[config.mk]
export PLATFORM = sky130hd
export DESIGN_NAME = dtfault_ctrl
export DESIGN_NICKNAME = d
export VERILOG_FILES = /design/src/rtl/dtf_pkg.sv /design/src/rtl/dtf_fault.sv /design/src/rtl/dtf_regs.sv /design/src/rtl/dtf_deadgen.sv /design/src/rtl/dtfault_ctrl.sv
export SDC_FILE = /design/constraint.sdc
export NUM_CORES = 1
export LEC_CHECK = 0
export BUFFER_PORTS_ARGS = -buffer_cell sky130_fd_sc_hd__buf_2
export CORE_AREA = 3 3 98 100
export CTS_BUF_LIST = sky130_fd_sc_hd__clkbuf_4 sky130_fd_sc_hd__clkbuf_8 sky130_fd_sc_hd__clkbuf_16
export CTS_CLUSTER_SIZE = 30
export DETAILED_ROUTE_END_ITERATION = 16
export DIE_AREA = 0 0 101 103
export HOLD_SLACK_MARGIN = 0.12
export PLACE_DENSITY = 0.76
export SLEW_MARGIN = 20
export SYNTH_ARGS = -nofsm -noshare
export SYNTH_HDL_FRONTEND = slang
export SYNTH_SLANG_ARGS = --single-unit
export TNS_END_PERCENT = 20
[constraint.sdc]
create_clock -name clk -period 1.4 [get_ports clk]
set_clock_uncertainty 0.05 [all_clocks]
set_input_delay 0.14 -clock clk [delete_from_list [all_inputs] [get_ports clk]]
set_output_delay 0.14 -clock clk [all_outputs]
set_load 0.05 [all_outputs]
[src/rtl/dtf_pkg.sv]
// Package: shared address map and fault action encoding for the
// dead-time and fault guard. Assumes a 3-bit register address.
package dtf_pkg;
    typedef enum logic [2:0] {
        ADR_CFG    = 3'd0,
        ADR_MASK   = 3'd1,
        ADR_STAT   = 3'd2,
        ADR_BOTH   = 3'd3,
        ADR_HS     = 3'd4,
        ADR_LS     = 3'd5,
        ADR_OVEN   = 3'd6,
        ADR_DIR    = 3'd7
    } dtf_addr_e;

    typedef enum logic [1:0] {
        ACT_NONE = 2'b00,
        ACT_OVR  = 2'b01,
        ACT_RSV  = 2'b10,
        ACT_DIR  = 2'b11
    } dtf_act_e;

    localparam int STAT_FAULT_BIT = 2;
    localparam int CFG_CH_LSB     = 4;
endpackage

[src/rtl/dtf_fault.sv]
// Fault detector: masks the event inputs, keeps the sticky write-one-to-clear
// fault flag, and turns the selected action into clear masks for the
// override and direction registers. Assumes the events are already
// synchronous to clk.
module dtf_fault #(
    parameter int N_EV  = 8,
    parameter int N_CH  = 4,
    localparam int PIN_W = 2 * N_CH
) (
    input  logic              clk,
    input  logic              rst_n,
    input  logic [N_EV-1:0]   event_in,
    input  logic [N_EV-1:0]   ev_mask,
    input  logic [1:0]        act_sel,
    input  logic [N_CH-1:0]   ch_en,
    input  logic              flag_clr,
    output logic              fault_flag,
    output logic              fault_hit,
    output logic              oven_clr,
    output logic [PIN_W-1:0]  dir_clr
);
    import dtf_pkg::*;

    // Purpose: detect a masked event in this cycle.
    assign fault_hit = |(event_in & ev_mask);

    // Purpose: sticky flag, set wins over a same-cycle clear.
    always_ff @(posedge clk) begin
        if (!rst_n) begin
            fault_flag <= 1'b0;
        end else if (fault_hit) begin
            fault_flag <= 1'b1;
        end else if (flag_clr) begin
            fault_flag <= 1'b0;
        end
    end

    // Purpose: clear all override enables when that action is chosen.
    assign oven_clr = fault_hit && (dtf_act_e'(act_sel) == ACT_OVR);

    // Purpose: clear the pin pair of every enabled channel when that action is chosen.
    for (genvar k = 0; k < N_CH; k++) begin : g_dirclr
        assign dir_clr[2*k]   = fault_hit && (dtf_act_e'(act_sel) == ACT_DIR) && ch_en[k];
        assign dir_clr[2*k+1] = fault_hit && (dtf_act_e'(act_sel) == ACT_DIR) && ch_en[k];
    end
endmodule

[src/rtl/dtf_regs.sv]
// Register bank: config, mask, write-both copy, dead-time buffers with
// valid flags, active dead-time values, override enables and direction
// bits. Buffered values move into the active values on an unlocked update.
// Assumes fault clears take priority over software writes.
module dtf_regs #(
    parameter int DW    = 8,
    parameter int N_EV  = 8,
    parameter int N_CH  = 4,
    localparam int PIN_W = 2 * N_CH
) (
    input  logic              clk,
    input  logic              rst_n,
    input  logic              wr_en,
    input  logic [2:0]        wr_addr,
    input  logic [DW-1:0]     wr_data,
    input  logic              upd_strobe,
    input  logic              lock_upd,
    input  logic              oven_clr,
    input  logic [PIN_W-1:0]  dir_clr,
    output logic [DW-1:0]     cfg_q,
    output logic [N_EV-1:0]   mask_q,
    output logic [DW-1:0]     both_q,
    output logic [DW-1:0]     act_hs,
    output logic [DW-1:0]     act_ls,
    output logic              hs_valid,
    output logic              ls_valid,
    output logic [PIN_W-1:0]  oven_q,
    output logic [PIN_W-1:0]  dir_q
);
    import dtf_pkg::*;

    logic [DW-1:0] buf_hs;
    logic [DW-1:0] buf_ls;
    logic          upd_ok;
    logic          wr_hs;
    logic          wr_ls;

    // Purpose: decode the write targets and the update gate.
    assign upd_ok = upd_strobe && !lock_upd;
    assign wr_hs  = wr_en && (dtf_addr_e'(wr_addr) == ADR_HS || dtf_addr_e'(wr_addr) == ADR_BOTH);
    assign wr_ls  = wr_en && (dtf_addr_e'(wr_addr) == ADR_LS || dtf_addr_e'(wr_addr) == ADR_BOTH);

    // Purpose: plain software registers.
    always_ff @(posedge clk) begin
        if (!rst_n) begin
            cfg_q  <= '0;
            mask_q <= '0;
            both_q <= '0;
        end else if (wr_en) begin
            case (dtf_addr_e'(wr_addr))
                ADR_CFG:  cfg_q  <= wr_data;
                ADR_MASK: mask_q <= wr_data[N_EV-1:0];
                ADR_BOTH: both_q <= wr_data;
                default:  ;
            endcase
        end
    end

    // Purpose: high-side buffer, valid flag and active value.
    always_ff @(posedge clk) begin
        if (!rst_n) begin
            buf_hs   <= '0;
            hs_valid <= 1'b0;
            act_hs   <= '0;
        end else begin
            if (upd_ok && hs_valid) begin
                act_hs   <= buf_hs;
                hs_valid <= 1'b0;
            end
            if (wr_hs) begin
                buf_hs   <= wr_data;
                hs_valid <= 1'b1;
            end
        end
    end

    // Purpose: low-side buffer, valid flag and active value.
    always_ff @(posedge clk) begin
        if (!rst_n) begin
            buf_ls   <= '0;
            ls_valid <= 1'b0;
            act_ls   <= '0;
        end else begin
            if (upd_ok && ls_valid) begin
                act_ls   <= buf_ls;
                ls_valid <= 1'b0;
            end
            if (wr_ls) begin
                buf_ls   <= wr_data;
                ls_valid <= 1'b1;
            end
        end
    end

    // Purpose: override enables, fault clear overrides a software write.
    always_ff @(posedge clk) begin
        if (!rst_n) begin
            oven_q <= '0;
        end else if (oven_clr) begin
            oven_q <= '0;
        end else if (wr_en && dtf_addr_e'(wr_addr) == ADR_OVEN) begin
            oven_q <= wr_data[PIN_W-1:0];
        end
    end

    // Purpose: direction bits, fault clears the enabled pin pairs.
    always_ff @(posedge clk) begin
        if (!rst_n) begin
            dir_q <= '0;
        end else if (wr_en && dtf_addr_e'(wr_addr) == ADR_DIR) begin
            dir_q <= wr_data[PIN_W-1:0] & ~dir_clr;
        end else begin
            dir_q <= dir_q & ~dir_clr;
        end
    end
endmodule

[src/rtl/dtf_deadgen.sv]
// Dead-time generator for one side: the output rises only after the input
// has already been high for at least the given number of samples, and it
// falls at once with the input. The run counter saturates.
module dtf_deadgen #(
    parameter int DW = 8
) (
    input  logic          clk,
    input  logic          rst_n,
    input  logic          sig_in,
    input  logic [DW-1:0] dead_cnt,
    output logic          sig_out
);
    localparam logic [DW-1:0] RUN_MAX = '1;

    logic [DW-1:0] run_q;

    // Purpose: count consecutive high samples and gate the output.
    always_ff @(posedge clk) begin
        if (!rst_n) begin
            run_q   <= '0;
            sig_out <= 1'b0;
        end else begin
            sig_out <= sig_in && (run_q >= dead_cnt);
            if (!sig_in) begin
                run_q <= '0;
            end else if (run_q != RUN_MAX) begin
                run_q <= run_q + 1'b1;
            end
        end
    end
endmodule

[src/rtl/dtfault_ctrl.sv]
// Top: complementary-output dead-time and fault guard. Connects the
// register bank, fault detector and two dead-time generators, and drives
// the combinational read mux. Assumes N_EV <= 8 and N_CH <= 4.
module dtfault_ctrl #(
    parameter int N_EV  = 8,
    parameter int N_CH  = 4,
    localparam int DW    = 8,
    localparam int PIN_W = 2 * N_CH
) (
    input  logic              clk,
    input  logic              rst_n,
    input  logic              wr_en,
    input  logic [2:0]        wr_addr,
    input  logic [DW-1:0]     wr_data,
    input  logic [2:0]        rd_addr,
    output logic [DW-1:0]     rd_data,
    input  logic              upd_strobe,
    input  logic              lock_upd,
    input  logic [N_EV-1:0]   event_in,
    input  logic              pwm_in,
    output logic              dt_hi_out,
    output logic              dt_lo_out,
    output logic [PIN_W-1:0]  ovr_en,
    output logic [PIN_W-1:0]  pin_dir
);
    import dtf_pkg::*;

    logic [DW-1:0]    cfg_q;
    logic [N_EV-1:0]  mask_q;
    logic [DW-1:0]    both_q;
    logic [DW-1:0]    act_hs;
    logic [DW-1:0]    act_ls;
    logic             hs_valid;
    logic             ls_valid;
    logic             fault_flag;
    logic             fault_hit;
    logic             oven_clr;
    logic [PIN_W-1:0] dir_clr;
    logic             flag_clr;

    // Purpose: write-one-to-clear decode for the fault flag.
    assign flag_clr = wr_en && (dtf_addr_e'(wr_addr) == ADR_STAT) && wr_data[STAT_FAULT_BIT];

    dtf_regs #(.DW(DW), .N_EV(N_EV), .N_CH(N_CH)) u_regs (
        .clk(clk), .rst_n(rst_n), .wr_en(wr_en), .wr_addr(wr_addr), .wr_data(wr_data),
        .upd_strobe(upd_strobe), .lock_upd(lock_upd), .oven_clr(oven_clr), .dir_clr(dir_clr),
        .cfg_q(cfg_q), .mask_q(mask_q), .both_q(both_q), .act_hs(act_hs), .act_ls(act_ls),
        .hs_valid(hs_valid), .ls_valid(ls_valid), .oven_q(ovr_en), .dir_q(pin_dir)
    );

    dtf_fault #(.N_EV(N_EV), .N_CH(N_CH)) u_fault (
        .clk(clk), .rst_n(rst_n), .event_in(event_in), .ev_mask(mask_q),
        .act_sel(cfg_q[1:0]), .ch_en(cfg_q[CFG_CH_LSB +: N_CH]), .flag_clr(flag_clr),
        .fault_flag(fault_flag), .fault_hit(fault_hit), .oven_clr(oven_clr), .dir_clr(dir_clr)
    );

    dtf_deadgen #(.DW(DW)) u_dead_hi (
        .clk(clk), .rst_n(rst_n), .sig_in(pwm_in), .dead_cnt(act_hs), .sig_out(dt_hi_out)
    );

    dtf_deadgen #(.DW(DW)) u_dead_lo (
        .clk(clk), .rst_n(rst_n), .sig_in(!pwm_in), .dead_cnt(act_ls), .sig_out(dt_lo_out)
    );

    // Purpose: combinational register read mux.
    always_comb begin
        rd_data = '0;
        case (dtf_addr_e'(rd_addr))
            ADR_CFG:  rd_data = cfg_q;
            ADR_MASK: rd_data[N_EV-1:0] = mask_q;
            ADR_STAT: rd_data = {5'b0, fault_flag, hs_valid, ls_valid};
            ADR_BOTH: rd_data = both_q;
            ADR_HS:   rd_data = act_hs;
            ADR_LS:   rd_data = act_ls;
            ADR_OVEN: rd_data[PIN_W-1:0] = ovr_en;
            ADR_DIR:  rd_data[PIN_W-1:0] = pin_dir;
            default:  rd_data = '0;
        endcase
    end
endmodule

* Word-level counts from Yosys, hierarchy flattened
Index checks and enable logic that the tools add are counted.
** Storage, ports and cells
- Word-level logic and storage cells :: 84
- Bits in registers :: 93
- Output and inout port bits :: 26
- Input port bits :: 28
** Operators by class
- Bitwise gates (word level) :: 5
- Equality and inequality tests :: 18
- Order comparisons :: 2
- Mux-type cells :: 8
- Reduce and logical (&&, ||, !) cells :: 33
- $add $sub $neg :: 2
** Operator list (number)
- $pmux W8 S8 :: 1
- $and A8 B8 Y8 :: 3
- $eq A3 B3 Y1 const B :: 8
- $logic_and A1 B1 Y1 :: 17
- $add A8 B1 Y8 const B :: 2
- $ge A8 B8 Y1 :: 2
- $ne A8 B8 Y1 const B :: 2
- $eq A3 B2 Y1 const B :: 4
- $mux W8 :: 1
- $not A8 Y8 :: 1
- $reduce_and A2 Y1 :: 4
- $reduce_or A8 Y1 :: 1
- $eq A3 B1 Y1 const B :: 2
- $logic_not A3 Y1 :: 2
- $mux W1 :: 6
- $reduce_bool A2 Y1 :: 3
- $reduce_or A2 Y1 :: 2
- $eq A2 B1 Y1 const B :: 1
- $eq A2 B2 Y1 const B :: 1
- $logic_not A1 Y1 :: 2
- $logic_or A1 B1 Y1 :: 2
- $not A1 Y1 :: 1

* Logic depth before layout (Yosys ltp)
- Word-level depth :: 7
- Gate-level depth with buffers :: 6
- Depth with buffers taken out :: 6

* Modules after synthesis
From an unflattened synthesis, not the netlist that was laid out.
** Unflattened totals
- Cell total of the unflattened synthesis :: 515
- Area, all modules :: 4795.8 µm²
** Modules (own cells, without submodules)
- dtf_regs :: area an instance 2829.0 µm², seq. area each 1481.4 µm², cells each 284, times used 1
- dtf_deadgen :: area an instance 593.1 µm², seq. area each 180.2 µm², cells each 67, times used 2
- dtfault_ctrl :: area an instance 605.6 µm², seq. area each 0.0 µm², cells each 74, times used 1
- dtf_fault :: area an instance 175.2 µm², seq. area each 20.0 µm², cells each 23, times used 1

* Worst setup path before layout
Ideal clock, no wire load.
- Kind :: reg2out
- Start point :: register u_regs.dir_q[0]
- End point :: output rd_data[0]
- Path buffers :: 0
- Cell stages (with the launch flop) :: 4
- Slack :: -0.562 ns
- Arrival :: 1.772 ns
- Required time :: 1.210 ns
- Cell sequence :: dfxtp_1 mux4_2 nand2_1 a21oi_1
** Between the ends
- Cells in the longest elaborated chain, start to end :: 1
** Ends and longest elaborated chain
- start, declared :: line dtf_regs.sv:28 : output logic [PIN_W-1:0] dir_q
- start signal, assigned :: line dtf_regs.sv:111 : dir_q <= wr_data[PIN_W-1:0] & ~dir_clr;
- start signal, assigned :: line dtf_regs.sv:113 : dir_q <= dir_q & ~dir_clr;
- $pmux W8 S8 :: line dtfault_ctrl.sv:68 : case (dtf_addr_e'(rd_addr))
- end, declared :: line dtfault_ctrl.sv:16 : output logic [DW-1:0] rd_data,
Every way passes these cells.

* Worst setup path after layout
- Start point :: register u_regs.dir_q[6]
- End point :: output rd_data[6]
Same word-level chain as after synthesis.

==> impl_metrics.json <==
{
  "first_global_vias": 4395,
  "grtUsageTotal": 0.2717,
  "route.detailed.drc": 0,
  "final_cell_mix": "91 x nand2_1, 56 x dfxtp_1, 51 x buf_4",
  "clk_pin_slew_ps": 100,
  "globalRouteOverflowTotal": 0,
  "cts_root_buf": "clkbuf_8",
  "floorplan.initialDensity": 0.5333,
  "setup_slack_ps": -377.2,
  "dr.pass1.iters": 5,
  "die_w_um": 101,
  "syn_area_um2": 4673,
  "hold_end": "u_regs.act_hs[0]",
  "final-setup-viol-count": 24,
  "swShare": 0.2683,
  "syn_inst": 541,
  "critPathMaxFanout": 2,
  "gp_congestion": 0.9109,
  "critical_path.slowest_cell": "dfxtp_2",
  "rsz0062_at_grt": "yes",
  "drtIter0Drc": 323,
  "synthToLayoutAreaGrowth_pct": 31.35,
  "tightest_slew_ps": 450.6,
  "grt_max_degree": 73,
  "cap_violations": 0,
  "routed_wl_um": 13830,
  "wire_per_inst_um": 18.22,
  "cts_inserted_buffers": 9,
  "yosys_warnings": 0,
  "via_count": 4412,
  "antenna_found_initial": 0,
  "run_status": "finished with violations",
  "p_int_mw": 4.051,
  "r2r_slack_ps": -50,
  "antenna_left": 0,
  "htree_levels": 3,
  "diodes": 0,
  "arrival_ps": 1590,
  "pin_count": 54,
  "worstPathRequired_ps": 1210,
  "p_clk_frac": 0.364,
  "die_area_um2": 10400,
  "async_flop_share": 0,
  "period_minus_slack_ps": 1777,
  "seqPwrFrac": 0.495,
  "port_buffers": 53,
  "pwr_density_cell_nw_per_um2": 902.0,
  "slew_viol_final": 0,
  "whs_path_depth": 5,
  "rr_startpoint": "u_regs.mask_q[6]",
  "path_cells": "mux2_2, a22oi_2, a21oi_2, o22a_2, buf_6",
  "max_stage_delay_ps": 340,
  "ir_drop_mv": 0.5371,
  "ys_seq_area_frac": 0.3984,
  "dpl.hpwl_um": 9571,
  "fill_cells": 637,
  "syn_avg_cell_area_um2": 8.638,
  "num-nets-final": 692,
  "r2r_end": "u_regs.dir_q[3]",
  "slew_headroom": 0.6993,
  "numClockSinks": 93,
  "synthDistinctLibCells": 56,
  "coreArea_um2": 8763,
  "rows": 34,
  "ys.flop_type": "dfxtp_1",
  "holdCritPathClass": "input port to flip-flop",
  "comb_power_share": 0.142,
  "end_kind": "output port",
  "leakage_nw": 2.519,
  "p_total_mw": 5.537,
  "avgViaCountPerCell": 5.813,
  "synth_nets": 587,
  "die_y_um": 103,
  "worstSetupPathType": "flip-flop to output port",
  "grt_pass1_wl_um": 21940,
  "rr_worst_depth": 5,
  "clk_latency_ps": 370,
  "cts_buffer_depth": 2,
  "min_from": "lock_upd",
  "worst_setup_path_start_kind": "flip-flop",
  "cts_tree": "built",
  "min_period_over_period": 1.269,
  "power_switching_mw": 1.486,
  "fmax_mhz": 562.7,
  "utilization": 0.7005,
  "drive_gt1_frac": 0.3333,
  "worstPathBufferInverterCount": 1,
  "critical_path.top_delay_family": "compound AO/OA/AOI/OAI gates",
  "synth_edf_count": 0,
  "layout_commonest_cell": "nand2_1",
  "ys_ff_latch": 93,
  "violations": "negative setup slack",
  "hold_viol": 0
}
-- per-stage QoR --
stage	area [um2]	setup TNS, ps	hold WS [ps]	worst slack (ps)	cells
floorplan	4748	-139.8	222.6	-30.14	541
global placement	5425	-1520	361.6	-194.3	725
global route	6138	-4098	189.8	-409.9	759
CTS	6020	-2483	158.3	-364.4	758
detailed placement	5425	-2683	375.1	-218.2	725
finish	6138	-2596	170.9	-377.2	759
-- worst max-delay path by stage --
stage | startpoint | to | slack [ps] | cells after the start
3_3_place_gp | rd_addr[0] | rd_data[1] | -190 | 6
5_1_grt | u_regs.dir_q[6] | rd_data[6] | -410 | 5
2_1_floorplan | u_dead_lo.run_q[0] | u_dead_lo.sig_out | -30 | 5
4_1_cts | u_regs.dir_q[6] | rd_data[6] | -360 | 5
3_5_place_dp | rd_addr[0] | rd_data[6] | -220 | 7
6_report | u_regs.dir_q[6] | rd_data[6] | -380 | 5
-- tightest hold or removal path: cells and delay by family --
family	cells	cell delay, ps
buffers and inverters	2	230
AOI/OAI and AO/OA	1	50
and+or+nand+nor	2	120
-- logic make-up after synthesis --
logic type | count (synthesis) | synth area share
muxes | 40 | 0.09665
and+or+nand+nor | 222 | 0.2233
xor gates and xnor gates | 8 | 0.01499
adders and majority gates | 18 | 0.04819
DFF | 93 | 0.3984
AOI/OAI and AO/OA | 111 | 0.1708
buffers and inverters | 49 | 0.04765
-- cell usage after synthesis (all sizes together), types with 5 or more instances --
library cell | instances | area (um2)
a21boi | 42 | 315.3
a21oi | 15 | 75.07
and3 | 8 | 50.05
buf | 13 | 87.57
clkbuf | 15 | 56.30
dfxtp | 93 | 1862
ha | 18 | 225.2
inv | 21 | 78.83
mux2i | 35 | 350.3
nand2 | 94 | 352.8
nand2b | 7 | 46.30
nand3 | 30 | 150.1
nand4 | 5 | 37.53
nor2 | 46 | 172.7
nor2b | 16 | 100.1
o21ai | 20 | 115.1
xor2 | 6 | 52.55
-- power by group through the flow --
| stage | Clock (mW) | Combinational [mW] | Sequential (mW) |
|---|---|---|---|
| floorplan | 0 | 0.392 | 2.84 |
| global placement | 0 | 0.658 | 2.80 |
| detailed placement | 0 | 0.675 | 2.80 |
| CTS | 2.01 | 0.758 | 2.74 |
| global route | 2.11 | 0.832 | 2.74 |
| finish | 2.01 | 0.784 | 2.74 |
-- what timing repair did --
item / 4_1_cts / 5_1_grt
pin swaps: 20 / 11
buffers inserted: 6 / 1
resized for setup: 62 / 31
hold buffers: 11 / 0
endpoints found under the setup margin: 36 / 40
gates cloned: 0 / 0
endpoints found under the hold margin: 41 / 0
-- metal layers --
| layer | vias up | GRT usage | part of all wire |
|---|---|---|---|
| li1 | 2092 | - | - |
| met1 | 2109 | 0.3540 | 0.43 |
| met2 | 176 | 0.4501 | 0.48 |
| met3 | 35 | 0.04465 | 0.067 |
| met4 | 0 | 0.1115 | 0.029 |
| met5 | - | 0 | 0 |
-- cell type report --
type	instances	area [um2]	area share
sequential	93	1921	0.3129
inverter	21	78.83	0.01284
multi-input combinational	399	2865	0.4668
clock inverter	6	86.33	0.01406
clock buffer	10	131.4	0.02140
timing repair buffer	122	920.9	0.1500
tap	108	135.1	0.02201
Power figures use the tool's default switching activity.
